[src/rtl/teb_pkg.sv]
package teb_pkg;

  // Ending classification of a committing hart
  typedef enum logic [1:0] {
    END_PLAIN = 2'd0,
    END_WAIT  = 2'd1,
    END_EXIT  = 2'd2,
    END_JOIN  = 2'd3
  } endKind_e;

  // Strobes from control to datapath for the current commit
  typedef struct packed {
    logic     fire;
    endKind_e kind;
  } endStrobe_t;

endpackage

[src/rtl/teb_kind_decode.sv]
module teb_kind_decode
  import teb_pkg::*;
#(
  parameter int XLEN = 32
) (
  input  logic [XLEN-1:0] joinAddr,
  input  logic [XLEN-1:0] targetId,
  input  logic [XLEN-1:0] ownId,
  output endKind_e        kind
);

  // A nonzero join address dominates; otherwise the target identity decides
  always_comb begin
    if (joinAddr != '0)             kind = END_JOIN;
    else if (targetId == '1)        kind = END_EXIT;
    else if (targetId == ownId)     kind = END_WAIT;
    else                            kind = END_PLAIN;
  end

endmodule

[src/rtl/teb_ctrl.sv]
module teb_ctrl
  import teb_pkg::*;
#(
  parameter int NHARTS = 4,
  parameter int HIDX_W = 2
) (
  input  logic              clk,
  input  logic              rstN,
  input  logic [NHARTS-1:0] teamStart,
  input  logic [NHARTS-1:0] tailEnding,
  input  logic              tokenIn,
  input  endKind_e          kindVec [NHARTS],
  input  logic [NHARTS-1:0] bufValid,
  output logic [NHARTS-1:0] grantOh,
  output logic [HIDX_W-1:0] grantIdx,
  output endStrobe_t        strobe,
  output logic              tokenOut,
  output logic [NHARTS-1:0] hartWaiting,
  output logic [NHARTS-1:0] wakeOh
);

  logic [NHARTS-1:0] tokenHeld;
  logic [NHARTS-1:0] waitState;
  logic [NHARTS-1:0] passIn;
  logic              anyGrant;

  // Lowest-index eligible hart wins the single commit slot
  always_comb begin
    grantOh  = '0;
    grantIdx = '0;
    anyGrant = 1'b0;
    for (int h = 0; h < NHARTS; h++) begin
      if (!anyGrant && tailEnding[h] && tokenHeld[h]) begin
        grantOh[h] = 1'b1;
        grantIdx   = HIDX_W'(h);
        anyGrant   = 1'b1;
      end
    end
  end

  assign strobe.fire = anyGrant;
  assign strobe.kind = kindVec[grantIdx];

  // Token arriving at each hart: previous core for hart 0, predecessor otherwise
  generate
    if (NHARTS > 1) begin : g_chain
      assign passIn = {grantOh[NHARTS-2:0], tokenIn};
    end else begin : g_single
      assign passIn = tokenIn;
    end
  endgenerate

  assign tokenOut    = grantOh[NHARTS-1];
  assign wakeOh      = waitState & bufValid;
  assign hartWaiting = waitState;

  always_ff @(posedge clk) begin
    if (!rstN) begin
      tokenHeld <= '0;
      waitState <= '0;
    end else begin
      for (int h = 0; h < NHARTS; h++) begin
        if (teamStart[h] || passIn[h])                  tokenHeld[h] <= 1'b1;
        else if (grantOh[h])                            tokenHeld[h] <= 1'b0;

        if (grantOh[h] && strobe.kind == END_WAIT)      waitState[h] <= 1'b1;
        else if (wakeOh[h])                             waitState[h] <= 1'b0;
      end
    end
  end

endmodule

[src/rtl/teb_datapath.sv]
module teb_datapath
  import teb_pkg::*;
#(
  parameter int NHARTS = 4,
  parameter int XLEN   = 32,
  parameter int HIDX_W = 2
) (
  input  logic                   clk,
  input  logic                   rstN,
  input  logic [NHARTS*XLEN-1:0] raFlat,
  input  logic [NHARTS*XLEN-1:0] t0Flat,
  input  logic [HIDX_W-1:0]      grantIdx,
  input  endStrobe_t             strobe,
  input  logic [NHARTS-1:0]      wakeOh,
  input  logic                   joinRecvValid,
  input  logic [HIDX_W-1:0]      joinRecvHart,
  input  logic [XLEN-1:0]        joinRecvAddr,
  output logic                   joinSendValid,
  output logic [XLEN-1:0]        joinSendDest,
  output logic [XLEN-1:0]        joinSendAddr,
  output logic                   exitRun,
  output logic [NHARTS-1:0]      bufValid,
  output logic [NHARTS-1:0]      restartValid,
  output logic [NHARTS*XLEN-1:0] restartPcFlat
);

  logic [XLEN-1:0] bufAddr [NHARTS];

  assign joinSendValid = strobe.fire && (strobe.kind == END_JOIN);
  assign exitRun       = strobe.fire && (strobe.kind == END_EXIT);
  assign joinSendAddr  = raFlat[grantIdx*XLEN +: XLEN];
  assign joinSendDest  = t0Flat[grantIdx*XLEN +: XLEN];
  assign restartValid  = wakeOh;

  generate
    for (genvar h = 0; h < NHARTS; h++) begin : g_buf
      assign restartPcFlat[h*XLEN +: XLEN] = bufAddr[h];

      // An arriving address is kept until the hart consumes it on restart
      always_ff @(posedge clk) begin
        if (!rstN) begin
          bufValid[h] <= 1'b0;
          bufAddr[h]  <= '0;
        end else if (joinRecvValid && joinRecvHart == HIDX_W'(h)) begin
          bufValid[h] <= 1'b1;
          bufAddr[h]  <= joinRecvAddr;
        end else if (wakeOh[h]) begin
          bufValid[h] <= 1'b0;
        end
      end
    end
  endgenerate

endmodule

[src/rtl/team_end_barrier.sv]
module team_end_barrier
  import teb_pkg::*;
#(
  parameter int NHARTS = 4,
  parameter int XLEN   = 32,
  parameter int CORE_W = 6,
  localparam int HIDX_W = (NHARTS > 1) ? $clog2(NHARTS) : 1
) (
  input  logic                   clk,
  input  logic                   rstN,
  input  logic [CORE_W-1:0]      coreId,
  input  logic [NHARTS-1:0]      teamStart,
  input  logic [NHARTS-1:0]      tailEnding,
  input  logic [NHARTS*XLEN-1:0] raFlat,
  input  logic [NHARTS*XLEN-1:0] t0Flat,
  input  logic                   tokenIn,
  output logic                   tokenOut,
  output logic [NHARTS-1:0]      commitAck,
  output logic                   joinSendValid,
  output logic [XLEN-1:0]        joinSendDest,
  output logic [XLEN-1:0]        joinSendAddr,
  output logic                   exitRun,
  input  logic                   joinRecvValid,
  input  logic [HIDX_W-1:0]      joinRecvHart,
  input  logic [XLEN-1:0]        joinRecvAddr,
  output logic [NHARTS-1:0]      hartWaiting,
  output logic [NHARTS-1:0]      restartValid,
  output logic [NHARTS*XLEN-1:0] restartPcFlat
);

  endKind_e          kindVec [NHARTS];
  endStrobe_t        strobe;
  logic [HIDX_W-1:0] grantIdx;
  logic [NHARTS-1:0] bufValid;
  logic [NHARTS-1:0] wakeOh;

  generate
    for (genvar h = 0; h < NHARTS; h++) begin : g_dec
      logic [XLEN-1:0] ownId;
      assign ownId = XLEN'(coreId) * XLEN'(NHARTS) + XLEN'(h);
      teb_kind_decode #(.XLEN(XLEN)) u_dec (
        .joinAddr (raFlat[h*XLEN +: XLEN]),
        .targetId (t0Flat[h*XLEN +: XLEN]),
        .ownId    (ownId),
        .kind     (kindVec[h])
      );
    end
  endgenerate

  teb_ctrl #(.NHARTS(NHARTS), .HIDX_W(HIDX_W)) u_ctrl (
    .clk         (clk),
    .rstN        (rstN),
    .teamStart   (teamStart),
    .tailEnding  (tailEnding),
    .tokenIn     (tokenIn),
    .kindVec     (kindVec),
    .bufValid    (bufValid),
    .grantOh     (commitAck),
    .grantIdx    (grantIdx),
    .strobe      (strobe),
    .tokenOut    (tokenOut),
    .hartWaiting (hartWaiting),
    .wakeOh      (wakeOh)
  );

  teb_datapath #(.NHARTS(NHARTS), .XLEN(XLEN), .HIDX_W(HIDX_W)) u_dp (
    .clk           (clk),
    .rstN          (rstN),
    .raFlat        (raFlat),
    .t0Flat        (t0Flat),
    .grantIdx      (grantIdx),
    .strobe        (strobe),
    .wakeOh        (wakeOh),
    .joinRecvValid (joinRecvValid),
    .joinRecvHart  (joinRecvHart),
    .joinRecvAddr  (joinRecvAddr),
    .joinSendValid (joinSendValid),
    .joinSendDest  (joinSendDest),
    .joinSendAddr  (joinSendAddr),
    .exitRun       (exitRun),
    .bufValid      (bufValid),
    .restartValid  (restartValid),
    .restartPcFlat (restartPcFlat)
  );

endmodule

[config.mk]
export PLATFORM = sky130hd
export DESIGN_NAME = team_end_barrier
export DESIGN_NICKNAME = d
export VERILOG_FILES = /design/src/rtl/teb_pkg.sv /design/src/rtl/teb_kind_decode.sv /design/src/rtl/teb_ctrl.sv /design/src/rtl/teb_datapath.sv /design/src/rtl/team_end_barrier.sv
export SDC_FILE = /design/constraint.sdc
export NUM_CORES = 1
export LEC_CHECK = 0
export BUFFER_PORTS_ARGS = -buffer_cell sky130_fd_sc_hd__buf_2
export CORE_AREA = 10 10 194 196
export CTS_CLUSTER_SIZE = 20
export DETAILED_ROUTE_END_ITERATION = 6
export DIE_AREA = 0 0 204 206
export GPL_ROUTABILITY_DRIVEN = 0
export GPL_TIMING_DRIVEN = 0
export SLEW_MARGIN = 10
export SYNTH_ARGS = -nofsm -noshare
export SYNTH_HDL_FRONTEND = slang
export SYNTH_SLANG_ARGS = --single-unit
[constraint.sdc]
create_clock -name clk -period 5.3 [get_ports clk]
set_clock_uncertainty 0.05 [all_clocks]
set_input_delay 1.06 -clock clk [delete_from_list [all_inputs] [get_ports clk]]
set_output_delay 1.06 -clock clk [all_outputs]
set_load 0.02 [all_outputs]
==> results.md <==
- The flow ran to the end, and the final reports show no timing, DRC or antenna violations.
- The worst voltage drop across the vdd grid is 0.232 mV.
- The initial utilization of the core area, before any placement, comes to between 20% and 30%.
- The synthesized design spends more area on one cell type than any other, namely edfxtp_1.
- Measured against its own limit, the worst slew margin works out to 27.3%.
- The final setup violation count is 0.
- Counting I/O delays and the setup requirement, the final critical path takes a little under 5 ns.
- The mean post-synth cell area is roughly 9.9 µm².
- Global routing consumed, over all layers together, ~22% of the routing resources.
- The finished cells cover 11800 µm².
- After synthesis, the netlist uses 50 different library cells.
- Summed over all layers, the global routing overflow is 0.
- The static power due to leakage is just under 5 nW.
- The remaining design rule violation count is 0.
- The post-synthesis async set-or-reset flop share is 0%.
- The row count is 68.
- Sorting the synthesized cells by area gives the leading types as edfxtp_1 48%, and2_1 10%, nand2_1 6.9%.
- The first-pass iteration count of the detailed router is 5.
- In the routed layout, each cell is associated on average with a via count of 5.28.
- The fraction of the core area covered by cells at the end of the flow is 34.9%.
- The routed design has around 49 mm of wire.
- The H-tree depth is 4.
- The number of setup buffers added after CTS is 0.
- At the worst endpoint, the arrival time is about 3.7 ns.
- The root cell of the clock tree is clkbuf_16.
- The HPWL after detailed placement is a little over 40 mm.
- In this run the tool buffered the top-level ports with roughly 500 buffer cells.
- The worst setup path is launched from an input port.
- The mapped cell area is 7960 µm².
- The post-layout instance count excluding filler cells is roughly 1800.
- Setup repair after global routing left no endpoint under its margin.
- Clock tree synthesis found a total of 140 sinks.
- After technology mapping, the gate count stands at a little over 800.
- The I/O pin count is roughly 500.
- The placeable core area is around 34000 µm².
- The number of buffers inserted during clock tree synthesis is 17.
- After routing, the total negative slack on setup checks comes to 0 ns.
- The total power density per cell area is just under 300 nW/µm².
- The most instantiated library cell after synthesis is nand2_1.
- After synthesis, the most frequently instantiated cells are 147 x nand2_1, 132 x and2_1, 128 x edfxtp_1.
- The ratio of cells with drive above 1 in the final layout is between 40% and 50%.
- In this run the vertical extent of the chip is between 200 and 250 µm.
- The clock transition time at the flip-flop clock pins of the worst setup and hold paths is roughly 0.06 ns.
- The total via count in the routed design is between 9000 and 10000.
- STA classifies the critical path endpoint as an output port.
- The die covers between 40000 and 50000 µm².
- The worst setup path is of the input port to output port kind.
- Derived from the worst setup path, the maximum achievable clock frequency is about 0.21 GHz.
- The number of synthesized register bits is 140.
- The average detailed-routed wire length per instance is about 27 µm.
- Before CTS, the worst setup slack after placement is 0.783 ns.
- The share of the Yosys chip area taken by registers is about half.
- During synthesis, Yosys emitted a total of 0 warnings.
- The final-report max-slew violation count is 0.
- The detail route stage leaves a number of antenna-violating nets equal to 0.
- In this run, synthesis inferred 128 flip-flops with an integrated enable.
- The power consumption is about 3.5 mW.
- The number of buffers inserted by hold repair at cts is 0.
- Hold is met by slightly above 0.4 ns.
- At the pin with the least slew margin, the transition time is 1.08 ns.
- Relative to the synthesized area, the layout overhead comes to 48.8%.
- The maximum net fanout on the critical path is 3.
- The number of antenna violations at the first check in global routing is 16.
- The TritonCTS clock tree is done.
- The count of nets after finishing is about 1600.
- The pin count of the biggest net entering global routing is 24.
- The latest clock arrival within the worst-skew pair is ~0.41 ns.
- The flip-flop cell with the highest count after synthesis is edfxtp_1.
- The die is between 200 and 250 µm wide.
- The number of hold-slack violations in the final timing report is 0.
- The total of cells resized after clock tree synthesis is 0.
- The cell area reported after detailed placement is around 11000 µm².
- The worst min-delay path class is flop to flop.
- The violation count after the first detailed-route iteration is about 830.
- The global-route wire length before repair is approximately 68 mm.
- At the worst endpoint, the required time is 4.19 ns.
- The maximum buffer depth of the clock tree is 2.
- The final cycle utilization of the critical path is roughly nine tenths.
- The net count after synthesis is 1113.
- Max-cap violations in this run came to 0.
- The slack of the critical path is around 0.49 ns.
- Including well taps, the total number of placed cells is approximately 1800.
- The number of global-route vias before repair is approximately 10000.
- The synthesized design devotes to its leading area cell type just under 50% of total area.
-- final cells by class --
class / count / area (µm²)
Multi-Input combinational cell: 606 / 3650
Buffer: 51 / 229
Timing Repair Buffer: 514 / 2630
Sequential cell: 140 / 4080
Fill cell: 3587 / 22100
Tap cell: 455 / 569
Inverter: 8 / 35.0
Clock buffer: 18 / 429
Clock inverter: 13 / 166
Antenna cell: 17 / 42.5
-- placed cells by master (no fill, tap or decap), types with 4 or more instances in the layout --
master       n
buf_2      510
nand2_1    147
and2_1     132
edfxtp_1   128
o22ai_1     67
nor4_1      65
a31oi_1     64
nand4_1     47
clkbuf_1    42
diode_2     17
clkbuf_16   17
xnor2_1     15
dfxtp_1     12
nor2_1       7
buf_1        6
xor2_1       6
o31a_1       5
buf_12       5
o21ai_4      4
nand3b_1     4
inv_2        4
nand3_1      4
inv_6        4
-- where the power goes --
group | leakage, nW | switching, mW | internal (mW)
Combinational | 3.32 | 0.641 | 0.299
Sequential | 1.36 | 0.0258 | 1.29
Clock | 0.285 | 0.466 | 0.741
Total | 4.96 | 1.13 | 2.33
-- worst max-delay path, cell delays in order --
cell and delay, ns:
buf_2 0.16, nor4_1 0.94, nand4_1 0.19, nor4_1 0.41, nand2_1 0.14, a211oi_2 0.41, nor2_1 0.10, nor2_1 0.11
buf_2 0.18
-- sequential cells by signal, indices dropped and copies added, names as in the netlist --
signal / flops
u_dp.bufAddr: 128
u_dp.bufValid: 4
u_ctrl.hartWaiting: 4
u_ctrl.tokenHeld: 4
-- path summary, 6_finish.rpt --
kind	to	from	slack [ns]	depth (start not counted)
setup / recovery	joinSendValid	t0Flat[41]	0.49	9
hold / removal	u_ctrl.hartWaiting[1]	u_dp.bufValid[1]	0.41	1
setup reg to reg	u_ctrl.hartWaiting[1]	u_ctrl.tokenHeld[0]	3.02	8
hold reg to reg	u_ctrl.hartWaiting[1]	u_dp.bufValid[1]	0.41	1
-- cell families after synthesis --
family | share of synthesized area, %
flip-flops | 51.3
buffers and inverters | 3.32
AO/OA/AOI/OAI | 14.1
AND/OR/NAND/NOR | 28.9
XOR/XNOR | 2.31
-- routing by layer --
metal / GRT usage, % / share of wire, % / up-vias
li1: - / - / 4169
met1: 22.3 / 33 / 4463
met2: 39.3 / 49 / 777
met3: 6.77 / 10 / 203
met4: 14.9 / 6.8 / 0
met5: 0 / 0 / -
Note: power is estimated with default switching activity, not from simulation.
